===== src/rtl/pci_cs_pkg.sv =====
package pci_cs_pkg;

   localparam int CMD_W = 16;
   localparam int STAT_W = 16;

   localparam int CMD_IO = 0;
   localparam int CMD_MEM = 1;
   localparam int CMD_PERR = 6;
   localparam int CMD_SERR = 8;
   localparam logic [CMD_W-1:0] CMD_RW_MASK =
      CMD_W'((1 << CMD_IO) | (1 << CMD_MEM) | (1 << CMD_PERR) | (1 << CMD_SERR));

   localparam logic [STAT_W-1:0] STAT_FIXED = 16'h0210;

   // sticky flag slots, in set-vector order
   localparam int N_STICKY = 6;
   localparam int SL_DPAR = 0;
   localparam int SL_TABT_SIG = 1;
   localparam int SL_TABT_RCV = 2;
   localparam int SL_MABT = 3;
   localparam int SL_SERR = 4;
   localparam int SL_PERR = 5;

   function automatic int sticky_pos(input int slot);
      case (slot)
         SL_DPAR: return 8;
         SL_TABT_SIG: return 11;
         SL_TABT_RCV: return 12;
         SL_MABT: return 13;
         SL_SERR: return 14;
         default: return 15;
      endcase
   endfunction

endpackage


===== src/rtl/cs_lane_mask.sv =====
module cs_lane_mask #(
   parameter int DATA_W = 32,
   parameter int LANE_W = 8,
   localparam int N_LANE = DATA_W / LANE_W
) (
   input  logic [N_LANE-1:0] be_i,
   output logic [DATA_W-1:0] mask_o
);
   for (genvar l = 0; l < N_LANE; l++) begin : g_lane
      assign mask_o[l*LANE_W +: LANE_W] = {LANE_W{be_i[l]}};
   end
endmodule


===== src/rtl/cs_sticky_bit.sv =====
module cs_sticky_bit #(
   parameter bit SET_WINS = 1'b1
) (
   input  logic clk,
   input  logic rst_n,
   input  logic set_i,
   input  logic clr_i,
   output logic q_o
);
   if (SET_WINS) begin : g_set_first
      always_ff @(posedge clk) begin
         if (!rst_n) q_o <= 1'b0;
         else        q_o <= set_i | (q_o & ~clr_i);
      end
   end else begin : g_clr_first
      always_ff @(posedge clk) begin
         if (!rst_n) q_o <= 1'b0;
         else        q_o <= (q_o | set_i) & ~clr_i;
      end
   end
endmodule


===== src/rtl/cs_cmd_reg.sv =====
module cs_cmd_reg
   import pci_cs_pkg::*;
(
   input  logic             clk,
   input  logic             rst_n,
   input  logic             wr_en,
   input  logic [CMD_W-1:0] wmask,
   input  logic [CMD_W-1:0] wdata,
   output logic [CMD_W-1:0] cmd_q
);
   logic [CMD_W-1:0] upd;
   assign upd = wr_en ? (wmask & CMD_RW_MASK) : '0;

   always_ff @(posedge clk) begin
      if (!rst_n) cmd_q <= '0;
      else        cmd_q <= (cmd_q & ~upd) | (wdata & upd);
   end
endmodule


===== src/rtl/cs_status_reg.sv =====
module cs_status_reg
   import pci_cs_pkg::*;
#(
   parameter bit SET_WINS = 1'b1
) (
   input  logic              clk,
   input  logic              grst_n,
   input  logic              wr_en,
   input  logic [STAT_W-1:0] wmask,
   input  logic [STAT_W-1:0] wdata,
   input  logic              perr_resp_en,
   input  logic              serr_en,
   input  logic              ev_addr_perr,
   input  logic              ev_data_perr,
   input  logic              ev_perr_seen,
   input  logic              ev_is_master,
   input  logic              ev_mabort,
   input  logic              ev_tabort_rcv,
   input  logic              ev_tabort_sig,
   input  logic              ev_serr_sig,
   output logic [STAT_W-1:0] stat_q
);
   logic [N_STICKY-1:0] set_v;
   logic [N_STICKY-1:0] sticky_q;
   logic [STAT_W-1:0]   clr_v;

   always_comb begin
      set_v = '0;
      set_v[SL_DPAR]     = ev_perr_seen & ev_is_master & perr_resp_en;
      set_v[SL_TABT_SIG] = ev_tabort_sig;
      set_v[SL_TABT_RCV] = ev_tabort_rcv;
      set_v[SL_MABT]     = ev_mabort;
      set_v[SL_SERR]     = ev_serr_sig & serr_en;
      set_v[SL_PERR]     = ev_addr_perr | ev_data_perr;
   end

   assign clr_v = wr_en ? (wmask & wdata) : '0;

   for (genvar i = 0; i < N_STICKY; i++) begin : g_sticky
      localparam int POS = sticky_pos(i);
      cs_sticky_bit #(.SET_WINS(SET_WINS)) u_bit (
         .clk   (clk),
         .rst_n (grst_n),
         .set_i (set_v[i]),
         .clr_i (clr_v[POS]),
         .q_o   (sticky_q[i])
      );
   end

   always_comb begin
      stat_q = STAT_FIXED;
      for (int i = 0; i < N_STICKY; i++) stat_q[sticky_pos(i)] = sticky_q[i];
   end
endmodule


===== src/rtl/pci_cmdstat_regs.sv =====
module pci_cmdstat_regs
   import pci_cs_pkg::*;
#(
   parameter int DATA_W    = 32,
   parameter int ADDR_W    = 6,
   parameter int CFG_DWORD = 1,
   parameter bit SET_WINS  = 1'b1,
   localparam int N_BE = DATA_W / 8
) (
   input  logic              clk,
   input  logic              grst_n,
   input  logic              frst_n,
   input  logic [ADDR_W-1:0] cfg_addr,
   input  logic              cfg_wr,
   input  logic [N_BE-1:0]   cfg_be,
   input  logic [DATA_W-1:0] cfg_wdata,
   output logic [DATA_W-1:0] cfg_rdata,
   input  logic              ev_addr_perr,
   input  logic              ev_data_perr,
   input  logic              ev_perr_seen,
   input  logic              ev_is_master,
   input  logic              ev_mabort,
   input  logic              ev_tabort_rcv,
   input  logic              ev_tabort_sig,
   input  logic              ev_serr_sig,
   output logic              io_en,
   output logic              mem_en,
   output logic              perr_resp_en,
   output logic              serr_en
);
   if (DATA_W != CMD_W + STAT_W) begin : g_bad_width
      $error("pci_cmdstat_regs: DATA_W must equal 32");
   end
   if (CFG_DWORD < 0 || CFG_DWORD >= (1 << ADDR_W)) begin : g_bad_index
      $error("pci_cmdstat_regs: CFG_DWORD does not fit ADDR_W");
   end

   logic              hit;
   logic              wr_en;
   logic              cmd_rst_n;
   logic [DATA_W-1:0] wmask;
   logic [CMD_W-1:0]  cmd_q;
   logic [STAT_W-1:0] stat_q;

   assign hit       = (cfg_addr == ADDR_W'(CFG_DWORD));
   assign wr_en     = cfg_wr & hit;
   assign cmd_rst_n = grst_n & frst_n;

   cs_lane_mask #(.DATA_W(DATA_W), .LANE_W(8)) u_mask (
      .be_i   (cfg_be),
      .mask_o (wmask)
   );

   cs_cmd_reg u_cmd (
      .clk   (clk),
      .rst_n (cmd_rst_n),
      .wr_en (wr_en),
      .wmask (wmask[CMD_W-1:0]),
      .wdata (cfg_wdata[CMD_W-1:0]),
      .cmd_q (cmd_q)
   );

   assign io_en        = cmd_q[CMD_IO];
   assign mem_en       = cmd_q[CMD_MEM];
   assign perr_resp_en = cmd_q[CMD_PERR];
   assign serr_en      = cmd_q[CMD_SERR];

   cs_status_reg #(.SET_WINS(SET_WINS)) u_stat (
      .clk           (clk),
      .grst_n        (grst_n),
      .wr_en         (wr_en),
      .wmask         (wmask[DATA_W-1:CMD_W]),
      .wdata         (cfg_wdata[DATA_W-1:CMD_W]),
      .perr_resp_en  (perr_resp_en),
      .serr_en       (serr_en),
      .ev_addr_perr  (ev_addr_perr),
      .ev_data_perr  (ev_data_perr),
      .ev_perr_seen  (ev_perr_seen),
      .ev_is_master  (ev_is_master),
      .ev_mabort     (ev_mabort),
      .ev_tabort_rcv (ev_tabort_rcv),
      .ev_tabort_sig (ev_tabort_sig),
      .ev_serr_sig   (ev_serr_sig),
      .stat_q        (stat_q)
   );

   assign cfg_rdata = hit ? {stat_q, cmd_q} : '0;
endmodule


===== config.mk =====
export PLATFORM = sky130hd
export DESIGN_NAME = pci_cmdstat_regs
export DESIGN_NICKNAME = d
export VERILOG_FILES = /design/src/rtl/pci_cs_pkg.sv /design/src/rtl/cs_lane_mask.sv /design/src/rtl/cs_sticky_bit.sv /design/src/rtl/cs_cmd_reg.sv /design/src/rtl/cs_status_reg.sv /design/src/rtl/pci_cmdstat_regs.sv
export SDC_FILE = /design/constraint.sdc
export NUM_CORES = 1
export LEC_CHECK = 0
export BUFFER_PORTS_ARGS = -buffer_cell sky130_fd_sc_hd__buf_4
export CAP_MARGIN = 0
export CORE_MARGIN = 1
export CORE_UTILIZATION = 31
export DETAILED_ROUTE_END_ITERATION = 12
export GPL_TIMING_DRIVEN = 0
export MAX_ROUTING_LAYER = met4
export PLACE_DENSITY = 0.79
export SLEW_MARGIN = 20
export SYNTH_ARGS = -nofsm -noshare
export SYNTH_HDL_FRONTEND = slang
export SYNTH_SLANG_ARGS = --single-unit
export TNS_END_PERCENT = 100

===== constraint.sdc =====
create_clock -name clk -period 1.5 [get_ports clk]
set_input_delay 0.225 -clock clk [delete_from_list [all_inputs] [get_ports clk]]
set_output_delay 0.225 -clock clk [all_outputs]
set_load 0.03 [all_outputs]

**Yosys cells after proc, flatten, opt, wreduce, memory -nomap -nowiden**

Cells that the tools add are included.

- Flip-flop bits (word level): 22
- Bits in latches: 0
- Bits in writable memories: 0
- Memory bits (read-only): 0
- Bits of input ports: 54
- Output and inout port bits: 36
- Logic and storage cells: 40
- Memories kept: 0

- $add $sub $neg: 0
- Multiply operators: 0
- Div/mod/pow operators: 0
- Magnitude comparators: 0
- Equal/unequal tests: 1
- Shifts and indexed selects: 0
- Mux-type cells: 3
- Bitwise gates (word level): 29
- Reduce and logical (&&, ||, !) cells: 0

Operator list:

| kind | count |
|---|---|
| $and 16x16->16 | 3 |
| $mux 32 | 1 |
| $mux 16 | 1 |
| $not 16->16 | 1 |
| $or 16x16->16 | 1 |
| $and 1x1->1 | 11 |
| $mux 9 | 1 |
| $or 1x1->1 | 7 |
| $eq 6x1->1 const B | 1 |
| $not 1->1 | 6 |

**Depth between registers and ports, before layout**

Gate-level depths: netlist of run 1.

- Depth in word-level cells: 6
- Mapped depth: 4
- Depth with buffers taken out: 3

**Hierarchy**

A second synthesis of run 1 with hierarchy kept.

- Cell total of the unflattened synthesis: 147
- Area total of the unflattened synthesis: 1,179.9 um^2

Modules (own cells, without submodules):

| module | times used | cells each | area an instance (um^2) | sequential area each (um^2) |
|---|---|---|---|---|
| pci_cmdstat_regs | 1 | 42 | 289.0 | 0.0 |
| cs_cmd_reg | 1 | 34 | 264.0 | 80.1 |
| cs_sticky_bit | 6 | 3 | 41.3 | 20.0 |
| cs_lane_mask | 1 | 32 | 240.2 | 0.0 |
| cs_status_reg | 1 | 21 | 138.9 | 0.0 |

**Worst setup path after synthesis of run 1**

Ideal clock, no wire load.

- Kind: in2out
- Start point: input port cfg_addr[3]
- End point: output port cfg_rdata[0]
- Data arrival time: 1.393 ns
- Required time: 1.275 ns
- Setup slack: -0.118 ns
- Stages on the path: 4
- Buffers on the path: 1
- Cells stage by stage: or4b_4 -> nor3_4 -> buf_4 -> and2_1

- Longest elaborated chain between the ends: 2

RTL lines:

| what | line | source |
|---|---|---|
| from (decl) | pci_cmdstat_regs.sv:13 | `input logic [ADDR_W-1:0] cfg_addr,` |
| $eq 6x1->1 | pci_cmdstat_regs.sv:45 | `assign hit = (cfg_addr == ADDR_W'(CFG_DWORD));` |
| via hit | pci_cmdstat_regs.sv:38 | `logic hit;` |
| $mux 32 | pci_cmdstat_regs.sv:87 | `assign cfg_rdata = hit ? {stat_q, cmd_q} : '0;` |
| to (decl) | pci_cmdstat_regs.sv:17 | `output logic [DATA_W-1:0] cfg_rdata,` |

The timed path passes the listed nets, and every way through them passes these cells.

**Final worst setup path of run 1**

- Start point: input port cfg_addr[3]
- End point: output port cfg_rdata[8]

Same word-level chain as after synthesis.

==> impl_results.md, run 1 <==
- Status: finished, violations left
- Failing checks: negative setup slack
- Yosys reg bits: 10
- Root buf cell: clkbuf_4
- Core ar.: 2060 µm²
- Slew HR: 0.437
- Post-DP Area: between 1000 and 1500 µm²
- CP arrival: 1.48 ns
- CTS Buffer Depth: 2
- Required time of the critical path: 1.27 ns
- Iteration-0 DRC Markers: 8
- Ratio of cells with drive above 1 in the final layout: 0.567
- CP Capture Type: output pin
- Worst vdd ir: 312 µV
- Via count: 771
- Synth unique cells: 21
- Reg clk slew, reported paths: ~0.06 ns
- CTS tree: built
- Cell mode on critical path: buf_6
- Fin. Hold Viols: 0
- Slowest cell on crit path: or4b_4
- Placer Congestion: roughly 0.8
- Crit path max-delay family: simple AND/OR/NAND/NOR gates
- HPWL after detailed placement: 1480 µm
- Vias in the first global route: 711
- Leak Pwr: 0.000682 µW
- Worst Path Max Fanout: 6
- CP bufs+invs: 3
- Yosys warning total: 0
- Setup WS post-layout: -0.209 ns
- Startpoint types: input pin
- Routed WL per cell: 9.96 µm
- Largest net degree at the start of global routing: 8
- Final-report max-slew violation count: 0
- Fin Setup TNS: -2.32 ns
- DRC errors left: 0
- Via/cell ratio: 4.19
- I/O pins: 90
- Drt total wl: 1830 µm
- Cells after synthesis: 86
- Hold WC Path Type: in2reg
- RSZ-0062 raised after global routing: yes
- Most common cell after layout, fill and taps aside: buf_4
- DIE HEIGHT: roughly 50 µm
- Final period util: 1.14
- Seq/Total Area, Yosys: 0.281
- Chip Width: 49.9 µm
- Final setup vio count: 12
- Worst-Margin Slew: about 0.83 ns
- CTS sink cnt: 10
- First-pass GRT wire length: 2860 µm
- Max incr delay on CP: 0.55 ns
- Die ar.: ~2500 µm²
- Critical path, cell by cell: buf_6 -> or4b_4 -> nor3_4 -> buf_6 -> and2_4 -> buf_6
- Post-route antenna net violation count: 0
- Most frequent cells in the layout: 53 x buf_4, 20 x conb_1, 19 x buf_6, 10 x and2_4, 10 x dfxtp_1
- Crit Path Category: in2out
- Clk_lat worst skew: 0.25 ns
- GRT Util Overall: 0.153
- Hold-fix buffers, CTS: 0
- Starting density of the core: 0.345
- Power Density: 512 nW/µm²
- Mapped Avg Cell Area: 8.28 µm²
- Overflow after GRT: 0
- Rows: 16
- Max Cap Viol: 0
- Tmin final: ~1.7 ns
- Num CTS Buffers: 3
- Highest Clock Rate: 585 MHz
- Initial antenna violation count: 0
- Diode count: 0
- Buffers on Ports: 46
- Pre-Repair DR Iteration Count: 4
- Fin area: about 1300 µm²
- H-Tree Level Count: 1
- Area delta synth->final: 83.1%
- # nets final: 213
- Worst clock skew: 0.000754 ns
- Post-Syn Area: 712 µm²
-- timing repair --
item / in CTS / in global routing
cloned: 1 / 0
gates resized for setup: 20 / 1
setup endpoints to repair: 12 / 12
setup buffers: 2 / 0
pin swaps: 6 / 2
-- layout make-up --
| class | count | area [µm²] |
|---|---|---|
| Sequential cell | 10 | 200 |
| Buffer | 23 | 184 |
| Tap cell | 27 | 33.8 |
| Timing Repair Buffer | 49 | 428 |
| Multi-Input combinational cell | 69 | 424 |
| Inverter | 3 | 11.3 |
| Clock buffer | 3 | 22.5 |
| Fill cell | 183 | 758 |
-- cell families (layout without fill, tap and decap cells) --
family          after synthesis  in the layout  share of synthesized area
other cells                   1             20                    0.00527
flops                        10             10                      0.281
buf+inv                      26             78                      0.258
compound gates               20             20                      0.163
simple gates                 29             29                      0.292
-- cells in the mapped netlist, drive strengths merged --
cell type / n / area, µm²
nor4: 1 / 21.3
dfxtp: 10 / 200
a21oi: 5 / 25.0
a21bo: 1 / 10.0
nand4bb: 1 / 11.3
inv: 3 / 11.3
o31ai: 1 / 7.51
nor4b: 1 / 8.76
nor2: 2 / 7.51
nor4bb: 2 / 20.0
and2: 10 / 62.6
or4b: 1 / 13.8
nand3: 5 / 25.0
o21ai: 7 / 35.0
buf: 23 / 173
conb: 1 / 3.75
and3: 1 / 6.26
a31oi: 5 / 31.3
nand2: 4 / 15.0
a21o: 1 / 7.51
nor3: 1 / 16.3
-- worst reg2reg max path, cell delays in order, from the launching register on --
cell	delay [ns]
dfxtp_1	0.40
a21bo_2	0.24
a21oi_1	0.10
-- path summary, 6_finish.rpt --
path | start | to | slack [ns] | depth (start not counted)
setup / recovery | cfg_addr[3] | cfg_rdata[8] | -0.21 | 6
hold / removal | cfg_wdata[27] | u_stat.g_sticky[1].u_bit.q_o$_SDFF_PN0_ | 0.15 | 2
setup reg to reg | register | register | 0.70 | 2
hold reg to reg | register | register | 0.50 | 2
-- power breakdown --
| part | internal (µW) | switching [µW] | total (µW) |
|---|---|---|---|
| Sequential | 273 | 3.55 | 277 |
| Clock | 92.1 | 80.6 | 173 |
| Combinational | 105 | 113 | 218 |
| Total | 470 | 197 | 668 |
-- metal layers --
layer  routed length (µm)  vias to the layer above  track usage
met5                    0                        -            -
met1                  678                      336        0.152
met2                 1020                       34        0.288
li1                     -                      401            -
met3                  138                        0       0.0556
met4                    0                        0       0.0238
-- metrics by stage --
| step | instances | worst slack, ns | hold WS, ns | total power [µW] | utilization |
|---|---|---|---|---|---|
| 4_1_cts | 184 | -0.291 | 0.139 | 673 | 0.630 |
| 3_5_place_dp | 178 | -0.320 | 0.413 | 493 | 0.575 |
| 5_1_grt | 184 | -0.249 | 0.138 | 709 | 0.632 |
| 6_report | 184 | -0.209 | 0.147 | 668 | 0.632 |
| 2_1_floorplan | 105 | -0.0136 | 0.323 | 414 | - |
| 3_3_place_gp | 178 | -0.313 | 0.406 | 489 | 0.575 |
Note: power is estimated with default switching activity, not from simulation.
==> run 2: changes to the inputs <==
--- a/config.mk
+++ b/config.mk
@@ -9,10 +9,12 @@
 export CAP_MARGIN = 0
 export CORE_MARGIN = 1
 export CORE_UTILIZATION = 31
+export CTS_CLUSTER_SIZE = 12
 export DETAILED_ROUTE_END_ITERATION = 12
 export GPL_TIMING_DRIVEN = 0
 export MAX_ROUTING_LAYER = met4
 export PLACE_DENSITY = 0.79
+export REMOVE_ABC_BUFFERS = 1
 export SLEW_MARGIN = 20
 export SYNTH_ARGS = -nofsm -noshare
 export SYNTH_HDL_FRONTEND = slang
==> run 2 against run 1 <==
  * The run still ends with negative setup slack left
  * Hold slack worse by 0.0054 ns
  * Via count decreased by 7.5%
  * Maximum frequency grew 0.88%
  * Register-to-register slack is essentially flat
  * Power fell by 5.6%
  * Sequential power is essentially flat
  * Final cell count is 12% lower
==> impl_results.md, run 2 (synthesis gave the netlist of run 1 again) <==
- Status: finished, violations left
- Failing checks: negative setup slack
- Die ar.: 2490 µm² (unchanged)
- CTS tree: built
- Hold WC Path Type: in2reg
- Max Cap Viol: 0 (unchanged)
- First-pass GRT wire length: 2850 µm (-0.25%)
- Fin. Hold Viols: 0 (unchanged)
- CTS Buffer Depth: 2 (unchanged)
- Clk_lat worst skew: 0.26 ns (about the same)
- Via count: 713 (-7.5%)
- # nets final: 191 (-10%)
- Final period util: 1.13 (-0.00995)
- Initial antenna violation count: 0 (unchanged)
- DIE HEIGHT: 49.9 µm (unchanged)
- Power Density: 568 nW/µm² (+11%)
- Tmin final: 1.69 ns (-0.0149 ns)
- Pre-Repair DR Iteration Count: 4 (unchanged)
- Area of the multi-input gates: 414 µm² (-2.4%)
- Vias in the first global route: 669 (-5.9%)
- Iteration-0 DRC Markers: 7 (-1)
- RSZ-0062 raised after global routing: yes
- Most frequent cells in the layout: 36 x buf_4, 20 x conb_1, 14 x buf_6, 10 x dfxtp_1, 7 x o21ai_0
- Root buf cell: clkbuf_4
- Ratio of cells with drive above 1 in the final layout: 0.467 (-0.100)
- Leak Pwr: 0.000552 µW (-19%)
- Hold Slack: 0.141 ns (-0.00543 ns)
- Register area: 200 µm² (unchanged)
- Diode count: 0 (unchanged)
- Layout fillers: 215 (+17%)
- Worst clock skew: 0.00114 ns (+0.000385 ns)
- Core ar.: 2060 µm² (unchanged)
- H-Tree Level Count: 1 (unchanged)
- Drt total wl: 1810 µm (-1.1%)
- Chip Width: 49.9 µm (unchanged)
- Required time of the critical path: 1.27 ns (about the same)
- DRC errors left: 0 (unchanged)
- Placer Congestion: 0.743 (-6.9%)
- Num CTS Buffers: 3 (unchanged)
- Crit Path Category: in2out
- I/O pins: 90 (unchanged)
- Worst slack, placed: -0.442 ns (-0.122 ns)
- GRT Util Overall: 0.158 (+0.00461)
- Setup WS post-layout: -0.194 ns (+0.0149 ns)
- Overflow after GRT: 0 (unchanged)
- Via/cell ratio: 4.40 (+5.0%)
- Area delta synth->final: 55.9%
- Startpoint types: input pin
- Reg clk slew, reported paths: 0.06 ns (about the same)
- CP arrival: 1.47 ns (about the same)
- Final-report max-slew violation count: 0 (unchanged)
- CTS sink cnt: 10 (unchanged)
- Worst vdd ir: 493 µV (+58%)
- Largest net degree at the start of global routing: 10 (+2)
- Worst Path Max Fanout: 9 (+3)
- Post-route antenna net violation count: 0 (unchanged)
- Most common cell after layout, fill and taps aside: buf_4
- Buffers on Ports: 46 (unchanged)
- Final setup vio count: 12 (unchanged)
- CP Capture Type: output pin
- Rows: 16 (unchanged)
- HPWL after detailed placement: 1390 µm (-6.0%)
- Routed WL per cell: 11.2 µm (+12%)
- Fin Setup TNS: -1.91 ns (+0.415 ns)
- Highest Clock Rate: 590 MHz (+0.88%)
- Slew HR: 0.445 (+0.00801)
- Starting density of the core: 0.345 (unchanged)
- Worst-Margin Slew: 0.821 ns (-0.0119 ns)
==> run 2: worst max-delay path: stages <==
cell and delay, ns:
buf_6 0.09, or4b_4 0.55, nor3_4 0.17, buf_6 0.16, and2_1 0.14, buf_6 0.13
==> run 2: path summary, 6_finish.rpt <==
check	start	endpoint	slack, ns	cells past startpoint
worst max-delay path	cfg_addr[1]	cfg_rdata[0]	-0.19	6
worst min-delay path	cfg_wdata[30]	u_stat.g_sticky[4].u_bit.q_o$_SDFF_PN0_	0.14	2
worst max register to register	register	register	0.70	2
worst min register to register	register	register	0.50	2
==> run 2: what timing repair did <==
item,CTS,global route
endpoints found under the setup margin,12,12
gates resized for setup,20,0
hold buffers,0,0
setup buffers,3,1
pin swaps,5,1
cloned,0,0
==> run 2: stage by stage <==
stage	power [µW]	cell area, µm²	utilization	cells
global route	669	1110	0.538	162
global placement	447	990	0.480	155
detailed placement	450	990	0.480	155
finish	630	1110	0.538	162
floorplan	371	611	-	82
CTS	639	1100	0.535	161
==> run 2: routing by layer <==
metal	routed length, µm	track usage
met4	13	0.0286
met3	138	0.0617
met2	944	0.284
met1	717	0.163
met5	0	-
==> run 2: where the power goes <==
part           switching [µW]  leakage (µW)  internal (µW)
Clock                    85.6     0.0000138           92.4
Sequential               3.37     0.0000819            273
Combinational             107      0.000456           69.0
==> run 2: final cells by class <==
type,count,area share
well taps,27,0.0304
clock buffers,3,0.0203
repair buffers,50,0.386
multi-input cells,69,0.373
inverters,3,0.0101
flip-flops and latches,10,0.180
